==> src/rtl/frc_pkg.sv <==
package frc_pkg;

  localparam int RESP_W = 8;
  localparam int DLY_W  = 3;
  localparam logic [RESP_W-1:0] RESP_RESET = 8'h80;

  typedef enum logic [1:0] {
    ACT_RIDE  = 2'b00,
    ACT_DEFER = 2'b01,
    ACT_STOP  = 2'b10,
    ACT_BAD   = 2'b11
  } act_e;

  typedef struct packed {
    act_e             act;
    logic             retry;
    logic [DLY_W-1:0] dly;
  } resp_cfg_t;

  typedef enum logic [1:0] {
    SEQ_RUN,
    SEQ_HOLD,
    SEQ_LATCHED,
    SEQ_BACKOFF
  } seq_e;

  function automatic logic resp_ok(input logic [RESP_W-1:0] b);
    return (b[7:6] != 2'b11) && ((b[5:3] == 3'b000) || (b[5:3] == 3'b111));
  endfunction

  function automatic resp_cfg_t resp_unpack(input logic [RESP_W-1:0] b);
    resp_cfg_t c;
    c.act   = act_e'(b[7:6]);
    c.retry = b[5];
    c.dly   = b[2:0];
    return c;
  endfunction

endpackage

==> src/rtl/frc_cfg_reg.sv <==
module frc_cfg_reg
  import frc_pkg::*;
(
  input  logic              clk,
  input  logic              rst,
  input  logic              wr_i,
  input  logic [RESP_W-1:0] byte_i,
  output resp_cfg_t         cfg_o,
  output logic              reject_o
);

  resp_cfg_t cfg_q;
  logic      accept;

  assign accept   = wr_i && resp_ok(byte_i);
  assign reject_o = wr_i && !resp_ok(byte_i);

  always_ff @(posedge clk) begin
    if (rst) begin
      cfg_q <= resp_unpack(RESP_RESET);
    end else if (accept) begin
      cfg_q <= resp_unpack(byte_i);
    end
  end

  assign cfg_o = cfg_q;

endmodule

==> src/rtl/frc_recover.sv <==
module frc_recover (
  input  logic clk,
  input  logic rst,
  input  logic run_i,
  input  logic on_i,
  output logic clear_o
);

  logic run_q;
  logic on_q;

  always_ff @(posedge clk) begin
    if (rst) begin
      run_q <= 1'b0;
      on_q  <= 1'b0;
    end else begin
      run_q <= run_i;
      on_q  <= on_i;
    end
  end

  assign clear_o = (run_i && !run_q) || (on_i && !on_q);

endmodule

==> src/rtl/frc_seq.sv <==
module frc_seq
  import frc_pkg::*;
#(
  parameter int RETRY_W = 8
) (
  input  logic               clk,
  input  logic               rst,
  input  logic               fault_i,
  input  logic               tick_i,
  input  logic               clear_i,
  input  resp_cfg_t          cfg_i,
  input  logic [RETRY_W-1:0] retry_dly_i,
  output logic               disable_o,
  output logic               restart_o
);

  localparam int CNT_W = (RETRY_W > DLY_W) ? RETRY_W : DLY_W + 1;

  seq_e             st_q, st_d;
  logic [CNT_W-1:0] cnt_q, cnt_d;
  logic             dis_q, dis_d;
  logic             rs_q, rs_d;
  logic             hold_done;
  logic             wait_done;

  assign hold_done = cnt_q >= CNT_W'(cfg_i.dly);
  assign wait_done = cnt_q >= CNT_W'(retry_dly_i);

  always_comb begin
    st_d  = st_q;
    cnt_d = cnt_q;
    dis_d = dis_q;
    rs_d  = 1'b0;
    if (clear_i) begin
      st_d  = SEQ_RUN;
      cnt_d = '0;
      dis_d = 1'b0;
    end else begin
      unique case (st_q)
        SEQ_RUN: begin
          cnt_d = '0;
          if (fault_i) begin
            if (cfg_i.act == ACT_DEFER) begin
              st_d = SEQ_HOLD;
            end else if (cfg_i.act == ACT_STOP) begin
              dis_d = 1'b1;
              st_d  = cfg_i.retry ? SEQ_BACKOFF : SEQ_LATCHED;
            end
          end
        end
        SEQ_HOLD: begin
          if (!fault_i) begin
            st_d  = SEQ_RUN;
            cnt_d = '0;
          end else if (hold_done) begin
            dis_d = 1'b1;
            cnt_d = '0;
            st_d  = cfg_i.retry ? SEQ_BACKOFF : SEQ_LATCHED;
          end else if (tick_i) begin
            cnt_d = cnt_q + 1'b1;
          end
        end
        SEQ_LATCHED: begin
          cnt_d = '0;
        end
        SEQ_BACKOFF: begin
          if (wait_done) begin
            st_d  = SEQ_RUN;
            cnt_d = '0;
            dis_d = 1'b0;
            rs_d  = 1'b1;
          end else if (tick_i) begin
            cnt_d = cnt_q + 1'b1;
          end
        end
        default: begin
          st_d  = SEQ_RUN;
          cnt_d = '0;
        end
      endcase
    end
  end

  always_ff @(posedge clk) begin
    if (rst) begin
      st_q  <= SEQ_RUN;
      cnt_q <= '0;
      dis_q <= 1'b0;
      rs_q  <= 1'b0;
    end else begin
      st_q  <= st_d;
      cnt_q <= cnt_d;
      dis_q <= dis_d;
      rs_q  <= rs_d;
    end
  end

  assign disable_o = dis_q;
  assign restart_o = rs_q;

endmodule

==> src/rtl/frc_flags.sv <==
module frc_flags (
  input  logic clk,
  input  logic rst,
  input  logic fault_i,
  input  logic clear_i,
  input  logic reject_i,
  output logic status_o,
  output logic cmdf_o,
  output logic alert_o
);

  logic status_q, status_d;
  logic cmdf_q, cmdf_d;
  logic alert_q;

  assign status_d = (status_q && !clear_i) || fault_i;
  assign cmdf_d   = cmdf_q || reject_i;

  always_ff @(posedge clk) begin
    if (rst) begin
      status_q <= 1'b0;
      cmdf_q   <= 1'b0;
      alert_q  <= 1'b0;
    end else begin
      status_q <= status_d;
      cmdf_q   <= cmdf_d;
      alert_q  <= status_d || cmdf_d;
    end
  end

  assign status_o = status_q;
  assign cmdf_o   = cmdf_q;
  assign alert_o  = alert_q;

endmodule

==> src/rtl/fault_resp_ctrl.sv <==
module fault_resp_ctrl
  import frc_pkg::*;
#(
  parameter int RETRY_W = 8
) (
  input  logic               clk,
  input  logic               rst,
  input  logic               fault_i,
  input  logic [7:0]         resp_byte_i,
  input  logic               resp_wr_i,
  input  logic [RETRY_W-1:0] retry_dly_i,
  input  logic               tick_i,
  input  logic               run_i,
  input  logic               cmd_on_i,
  output logic               disable_o,
  output logic               restart_o,
  output logic               status_o,
  output logic               alert_o,
  output logic               cmd_fault_o
);

  resp_cfg_t cfg;
  logic      reject;
  logic      clear;

  frc_cfg_reg u_cfg (
    .clk      (clk),
    .rst      (rst),
    .wr_i     (resp_wr_i),
    .byte_i   (resp_byte_i),
    .cfg_o    (cfg),
    .reject_o (reject)
  );

  frc_recover u_rec (
    .clk     (clk),
    .rst     (rst),
    .run_i   (run_i),
    .on_i    (cmd_on_i),
    .clear_o (clear)
  );

  frc_seq #(.RETRY_W(RETRY_W)) u_seq (
    .clk         (clk),
    .rst         (rst),
    .fault_i     (fault_i),
    .tick_i      (tick_i),
    .clear_i     (clear),
    .cfg_i       (cfg),
    .retry_dly_i (retry_dly_i),
    .disable_o   (disable_o),
    .restart_o   (restart_o)
  );

  frc_flags u_flags (
    .clk      (clk),
    .rst      (rst),
    .fault_i  (fault_i),
    .clear_i  (clear),
    .reject_i (reject),
    .status_o (status_o),
    .cmdf_o   (cmd_fault_o),
    .alert_o  (alert_o)
  );

endmodule

==> config.mk <==
export PLATFORM = sky130hd
export DESIGN_NAME = fault_resp_ctrl
export DESIGN_NICKNAME = d
export VERILOG_FILES = /design/src/rtl/frc_pkg.sv /design/src/rtl/frc_cfg_reg.sv /design/src/rtl/frc_recover.sv /design/src/rtl/frc_seq.sv /design/src/rtl/frc_flags.sv /design/src/rtl/fault_resp_ctrl.sv
export SDC_FILE = /design/constraint.sdc
export NUM_CORES = 1
export LEC_CHECK = 0
export ABC_CLOCK_PERIOD_IN_PS = 2600
export BUFFER_PORTS_ARGS = -buffer_cell sky130_fd_sc_hd__buf_4
export CORE_ASPECT_RATIO = 0.5
export CORE_UTILIZATION = 38
export DETAILED_ROUTE_END_ITERATION = 6
export GPL_TIMING_DRIVEN = 0
export RECOVER_POWER = 50
export SLEW_MARGIN = 20
export SYNTH_ARGS = -nofsm -noshare
export SYNTH_HDL_FRONTEND = slang
export SYNTH_SLANG_ARGS = --single-unit
==> constraint.sdc <==
create_clock -name clk -period 2.6 [get_ports clk]
set_input_delay 0.52 -clock clk [delete_from_list [all_inputs] [get_ports clk]]
set_output_delay 0.52 -clock clk [all_outputs]
set_load 0.05 [all_outputs]
Word-level counts from Yosys, hierarchy flattened
Index checks and enable logic that the tools add are counted.

Flip-flop bits (word level): 23. Bits of input ports: 23. Word-level logic and storage cells: 75.

Add/subtract/negate cells: 1. Magnitude comparators: 2. Eq/ne operators: 15. Mux-type cells: 21. Bitwise logic cells: 1. Reduce and logical (&&, ||, !) cells: 23.

Operator list (number): $mux 8 (4); $pmux 8 s3 (1); $mux 2 (6); $add 8x1->8 const B (1); $ge 8x3->1 (1); $ge 8x8->1 (1); $mux 1 (8); $ne 2x2->1 const B (4); $reduce_and 7->1 (1); $eq 2x2->1 const B (3); $logic_and 1x1->1 (6); $ne 2x1->1 const B (3); $pmux 2 s3 (1); $logic_or 1x1->1 (5); $reduce_and 5->1 (1); $eq 2x1->1 const B (2); $logic_not 1->1 (4); $reduce_or 2->1 (2); $eq 3x3->1 const B (1); $logic_not 3->1 (1); $ne 3x1->1 const B (1); $ne 3x2->1 const B (1); $pmux 1 s3 (1); $reduce_bool 3->1 (1); other kinds (3) (3).

Depth between registers and ports, before layout
Depth after elaboration: 7. Mapped depth: 6. Gate-level depth less buffers: 6.

Modules after synthesis
A second synthesis with hierarchy kept.

Cell total of the unflattened synthesis: 149. Area, all modules: 1313.8 um^2.

Modules (own cells, without submodules): frc_seq (instances 1, cells each 102, area each 830.8 um^2); frc_cfg_reg (instances 1, cells each 31, area each 312.8 um^2); frc_flags (instances 1, cells each 9, area each 102.6 um^2); frc_recover (instances 1, cells each 7, area each 67.6 um^2).

Worst setup path before layout
Ideal clock, no wire load.

Path kind: in2reg. Start point: input port retry_dly_i[0]. End point: register u_seq.dis_q, in the netlist u_seq.disable_o. Setup time: 91 ps. Arrival: 1658 ps. Data required time: 2509 ps. Slack: 851 ps. Cell stages on the path: 5. Cell sequence: ha_1 nand2b_4 a2111oi_4 o21ai_2 a311oi_1.

Longest elaborated chain between the ends: 3.

RTL lines: start, declared (RTL line fault_resp_ctrl.sv:11) `input logic [RETRY_W-1:0] retry_dly_i,`; $ge 8x8->1 (RTL line frc_seq.sv:27) `assign wait_done = cnt_q >= CNT_W'(retry_dly_i);`; $ne 2x1->1 (no line); $reduce_and 7->1 (no line); end signal, assigned (RTL line frc_seq.sv:93) `dis_q <= dis_d;`; end, declared (RTL line frc_seq.sv:21) `logic dis_q, dis_d;`.

No other way between the ends. A chain may end at the register's enable or synchronous reset.

Worst setup path in the final report
Start point: register u_seq.cnt_q[0]. End point: register u_seq.cnt_q[1].

Longest elaborated chain between the ends: 5.

RTL lines: start, declared (RTL line frc_seq.sv:20) `logic [CNT_W-1:0] cnt_q, cnt_d;`; start signal, assigned (RTL line frc_seq.sv:92) `cnt_q <= cnt_d;`; $add 8x1->8 (RTL line frc_seq.sv:60, frc_seq.sv:73); $mux 8 (RTL line frc_seq.sv:59, frc_seq.sv:72); $mux 8 (RTL line frc_seq.sv:55) `end else if (hold_done) begin`; $mux 8 (RTL line frc_seq.sv:52) `if (!fault_i) begin`; $pmux 8 s3 * (RTL line frc_seq.sv:39) `unique case (st_q)`.

Every way passes the cells marked *; elsewhere a longest branch is shown, timed or not.

==> impl_metrics.toml <==
[pwr]
internal-power_w = 0.000516
swShare = 0.255
power.share.clock = 0.320
combPwrFrac = 0.147
total_leakage_power_nw = 0.659
powerDensity_nw_per_um2 = 442
max-vdd-ir-drop_v = 0.000263
seqPwrFrac = 0.534
p_sw_w = 0.000176

[outcome]
outcome = "completed"

[placement]
gp_congestion = 0.727
io_buffers = 26
dpl.hpwl_um = 1930

[timing]
worstMarginPinSlew_ns = 0.798
drv_slew = 0
clock-skew-final_ns = 0.00298
fin_crit_sh = 0.728
finalHoldViolCount = 0
grt_setup_unrepaired = "false"
max_clock_freq_ghz = 0.529
period_minus_slack_ns = 1.89
relSlewSlack = 0.466
setup_viol = 0
final.setup.tns_ns = 0

[global_routing]
grt_usage = 0.149
grt_max_degree = 14
overflow = 0
grt_pass1_vias = 948
grt_antenna_before_repair = 0
grt_pass1_wl_um = 4210

[min_path]
min_path_type = "in -> reg"

[clock_network]
worstSkewPairLatency_ns = 0.26
postCtsHoldBufs = 0
clockRootBuffer = "clkbuf_8"
cts_setup_buffers = 0
clock_sinks = 23
cts.clk_slew.worst_paths_ns = 0.08
numCtsBuffers = 3
cts_tree = "done"
htreeDepth = 1
cts_resized = 0
cts_buffer_depth = 2

[setup_path]
cp_data_required_time_ns = 2.80
crit_buf_inv = 1
critical-path-top-delay-family = "compound AO/OA/AOI/OAI gates"
slowest_delay_ns = 0.41
arrival_ns = 2.09
worstSetupStartpointType = "flip-flop"
slowest_stage = "dfxtp_1"
critPathCaptureType = "flip-flop"
path_cells = "inv_1 -> ha_1 -> nand2b_4 -> a2111oi_4 -> o211ai_2 -> a21oi_1"
cp_max_fo = 9
path_class = "reg -> reg"

[synthesis]
synthesis.nets = 174
syn_avg_cell_area_um2 = 9.46
synth.distinct_cells = 38
yosysWarnings = 0
synth_seq_cells = 23
seq_area_frac_synth = 0.350
syn_area_um2 = 1320
syn-instance-count = 139

[finish]
post-route-util = 0.497
area_growth_pct = 19.1
drive_above_1_share = 0.195
final_nets = 205
antenna_cells = 0

[routing]
vias = 1048
drt_wl_total_um = 2430
avgViaCountPerCell = 5.01
drt_iter0_drc = 20
first_pass_iters = 4
drtAntennaViolNets = 0
wire_per_inst_um = 11.6
drc = 0

[floorplan]
core_um2 = 3150
die-area_um2 = 3710
rows = 14
start_util = 0.417
die_h_um = 43.6
fp.dieW_um = 85.2
io_pins = 28

[job]
maxCapViolations = 0
[layout make-up]
class                      instances  area (um2)
multi-input combinational        102         787
clock buffer                       3        41.3
tap                               40        50.0
timing repair buffer              26         169
buffer                             2        8.76
sequential                        23         460
fill                             326        1590
clock inverter                     1        5.00
inverter                          12        45.0
[cell usage after synthesis]
master	instances	area, um2
nand2b_4	1	13.8
o31ai_2	1	12.5
inv_1	12	45.0
nor3b_1	2	15.0
o21ai_2	1	8.76
clkbuf_1	1	3.75
o21ai_0	3	15.0
a221oi_1	1	8.76
mux2i_1	6	60.1
buf_2	1	5.00
nand3_4	1	17.5
o211ai_4	1	21.3
xor2_1	4	35.0
nor4b_4	1	23.8
ha_1	12	150
or3_1	1	6.26
o211ai_2	1	12.5
dfxtp_1	23	460
xnor2_1	4	35.0
a2111oi_4	1	27.5
nand4_1	2	12.5
nand2b_1	1	6.26
nor2_1	9	33.8
o21a_1	2	15.0
o211a_1	1	10.0
o211ai_1	2	15.0
nand2_1	10	37.5
a211o_1	2	17.5
nor3_1	3	15.0
and2_2	1	7.51
a311oi_1	2	17.5
nand3_1	2	10.0
and3_1	1	6.26
nor2b_1	6	37.5
nor4_1	1	6.26
nor4_2	1	12.5
a21oi_1	14	70.1
or2b_1	1	7.51
[placed cells by master (no fill, tap or decap), drive strengths merged, types with 2 or more instances in the layout]
| master | count |
|---|---|
| nand2b | 2 |
| mux2i | 6 |
| nor2b | 6 |
| a311oi | 2 |
| buf | 18 |
| a211o | 2 |
| o21a | 2 |
| nor2 | 9 |
| nor3b | 2 |
| ha | 12 |
| nand2 | 10 |
| o21ai | 4 |
| nand4 | 2 |
| a21oi | 14 |
| o211ai | 4 |
| nor4 | 2 |
| dfxtp | 23 |
| inv | 12 |
| xor2 | 4 |
| xnor2 | 4 |
| nor3 | 3 |
| nand3 | 3 |
| clkbuf | 13 |
[path summary, 6_finish.rpt]
| kind | start | endpoint | slack, ns | cells after the start |
|---|---|---|---|---|
| hold reg to reg | u_flags.status_o$_SDFF_PP0_ | u_flags.status_o$_SDFF_PP0_ | 0.48 | 2 |
| setup reg to reg | u_seq.cnt_q[0]$_SDFF_PP0_ | u_seq.cnt_q[1]$_SDFF_PP0_ | 0.71 | 6 |
| setup / recovery | u_seq.cnt_q[0]$_SDFF_PP0_ | u_seq.cnt_q[1]$_SDFF_PP0_ | 0.71 | 6 |
| hold / removal | run_i | u_rec.run_q$_SDFF_PP0_ | 0.47 | 2 |
[power by group through the flow]
stage | combinational, W | sequential (W) | clock [W]
floorplan | 0.0000496 | 0.000393 | 0
CTS | 0.000111 | 0.000369 | 0.000227
detailed placement | 0.000110 | 0.000377 | 0
global placement | 0.000108 | 0.000378 | 0
finish | 0.000101 | 0.000369 | 0.000221
global route | 0.000113 | 0.000371 | 0.000244
[logic make-up (layout without fill, tap and decap cells)]
group	Yosys count	after routing	share of synthesized area
AO/OA/AOI/OAI	32	32	0.191
XOR/XNOR	8	8	0.0533
adder cells (fa/ha/maj)	12	12	0.114
buffers and inverters	14	44	0.0409
flip-flops	23	23	0.350
multiplexers	6	6	0.0457
AND/OR/NAND/NOR	44	44	0.205
[per-layer routing]
metal  vias to the layer above  GRT usage  part of all wire
li1                        556          -                 -
met4                         0     0.0508             0.011
met2                        21      0.235              0.38
met1                       469      0.200              0.56
met3                         2     0.0419             0.044
met5                         -          0                 0
[through the flow]
step / hold slack (ns) / instance area, um2 / instances / setup slack, ns / power, W
global route: 0.481 / 1570 / 209 / 0.562 / 0.000727
global placement: 0.469 / 1560 / 205 / 0.596 / 0.000486
floorplan: 0.463 / 1320 / 139 / 0.851 / 0.000443
finish: 0.468 / 1570 / 209 / 0.708 / 0.000692
detailed placement: 0.473 / 1560 / 205 / 0.579 / 0.000488
CTS: 0.466 / 1610 / 209 / 0.677 / 0.000707
[flip-flops by register name (all words and copies together) (netlist names)]
signal	count
u_seq.cnt_q	8
u_seq.disable_o	1
u_rec.run_q	1
u_flags.cmdf_o	1
u_cfg.cfg_o	6
u_seq.st_q	2
u_flags.alert_o	1
u_rec.on_q	1
u_seq.restart_o	1
u_flags.status_o	1
Note: power is estimated with default switching activity, not from simulation.
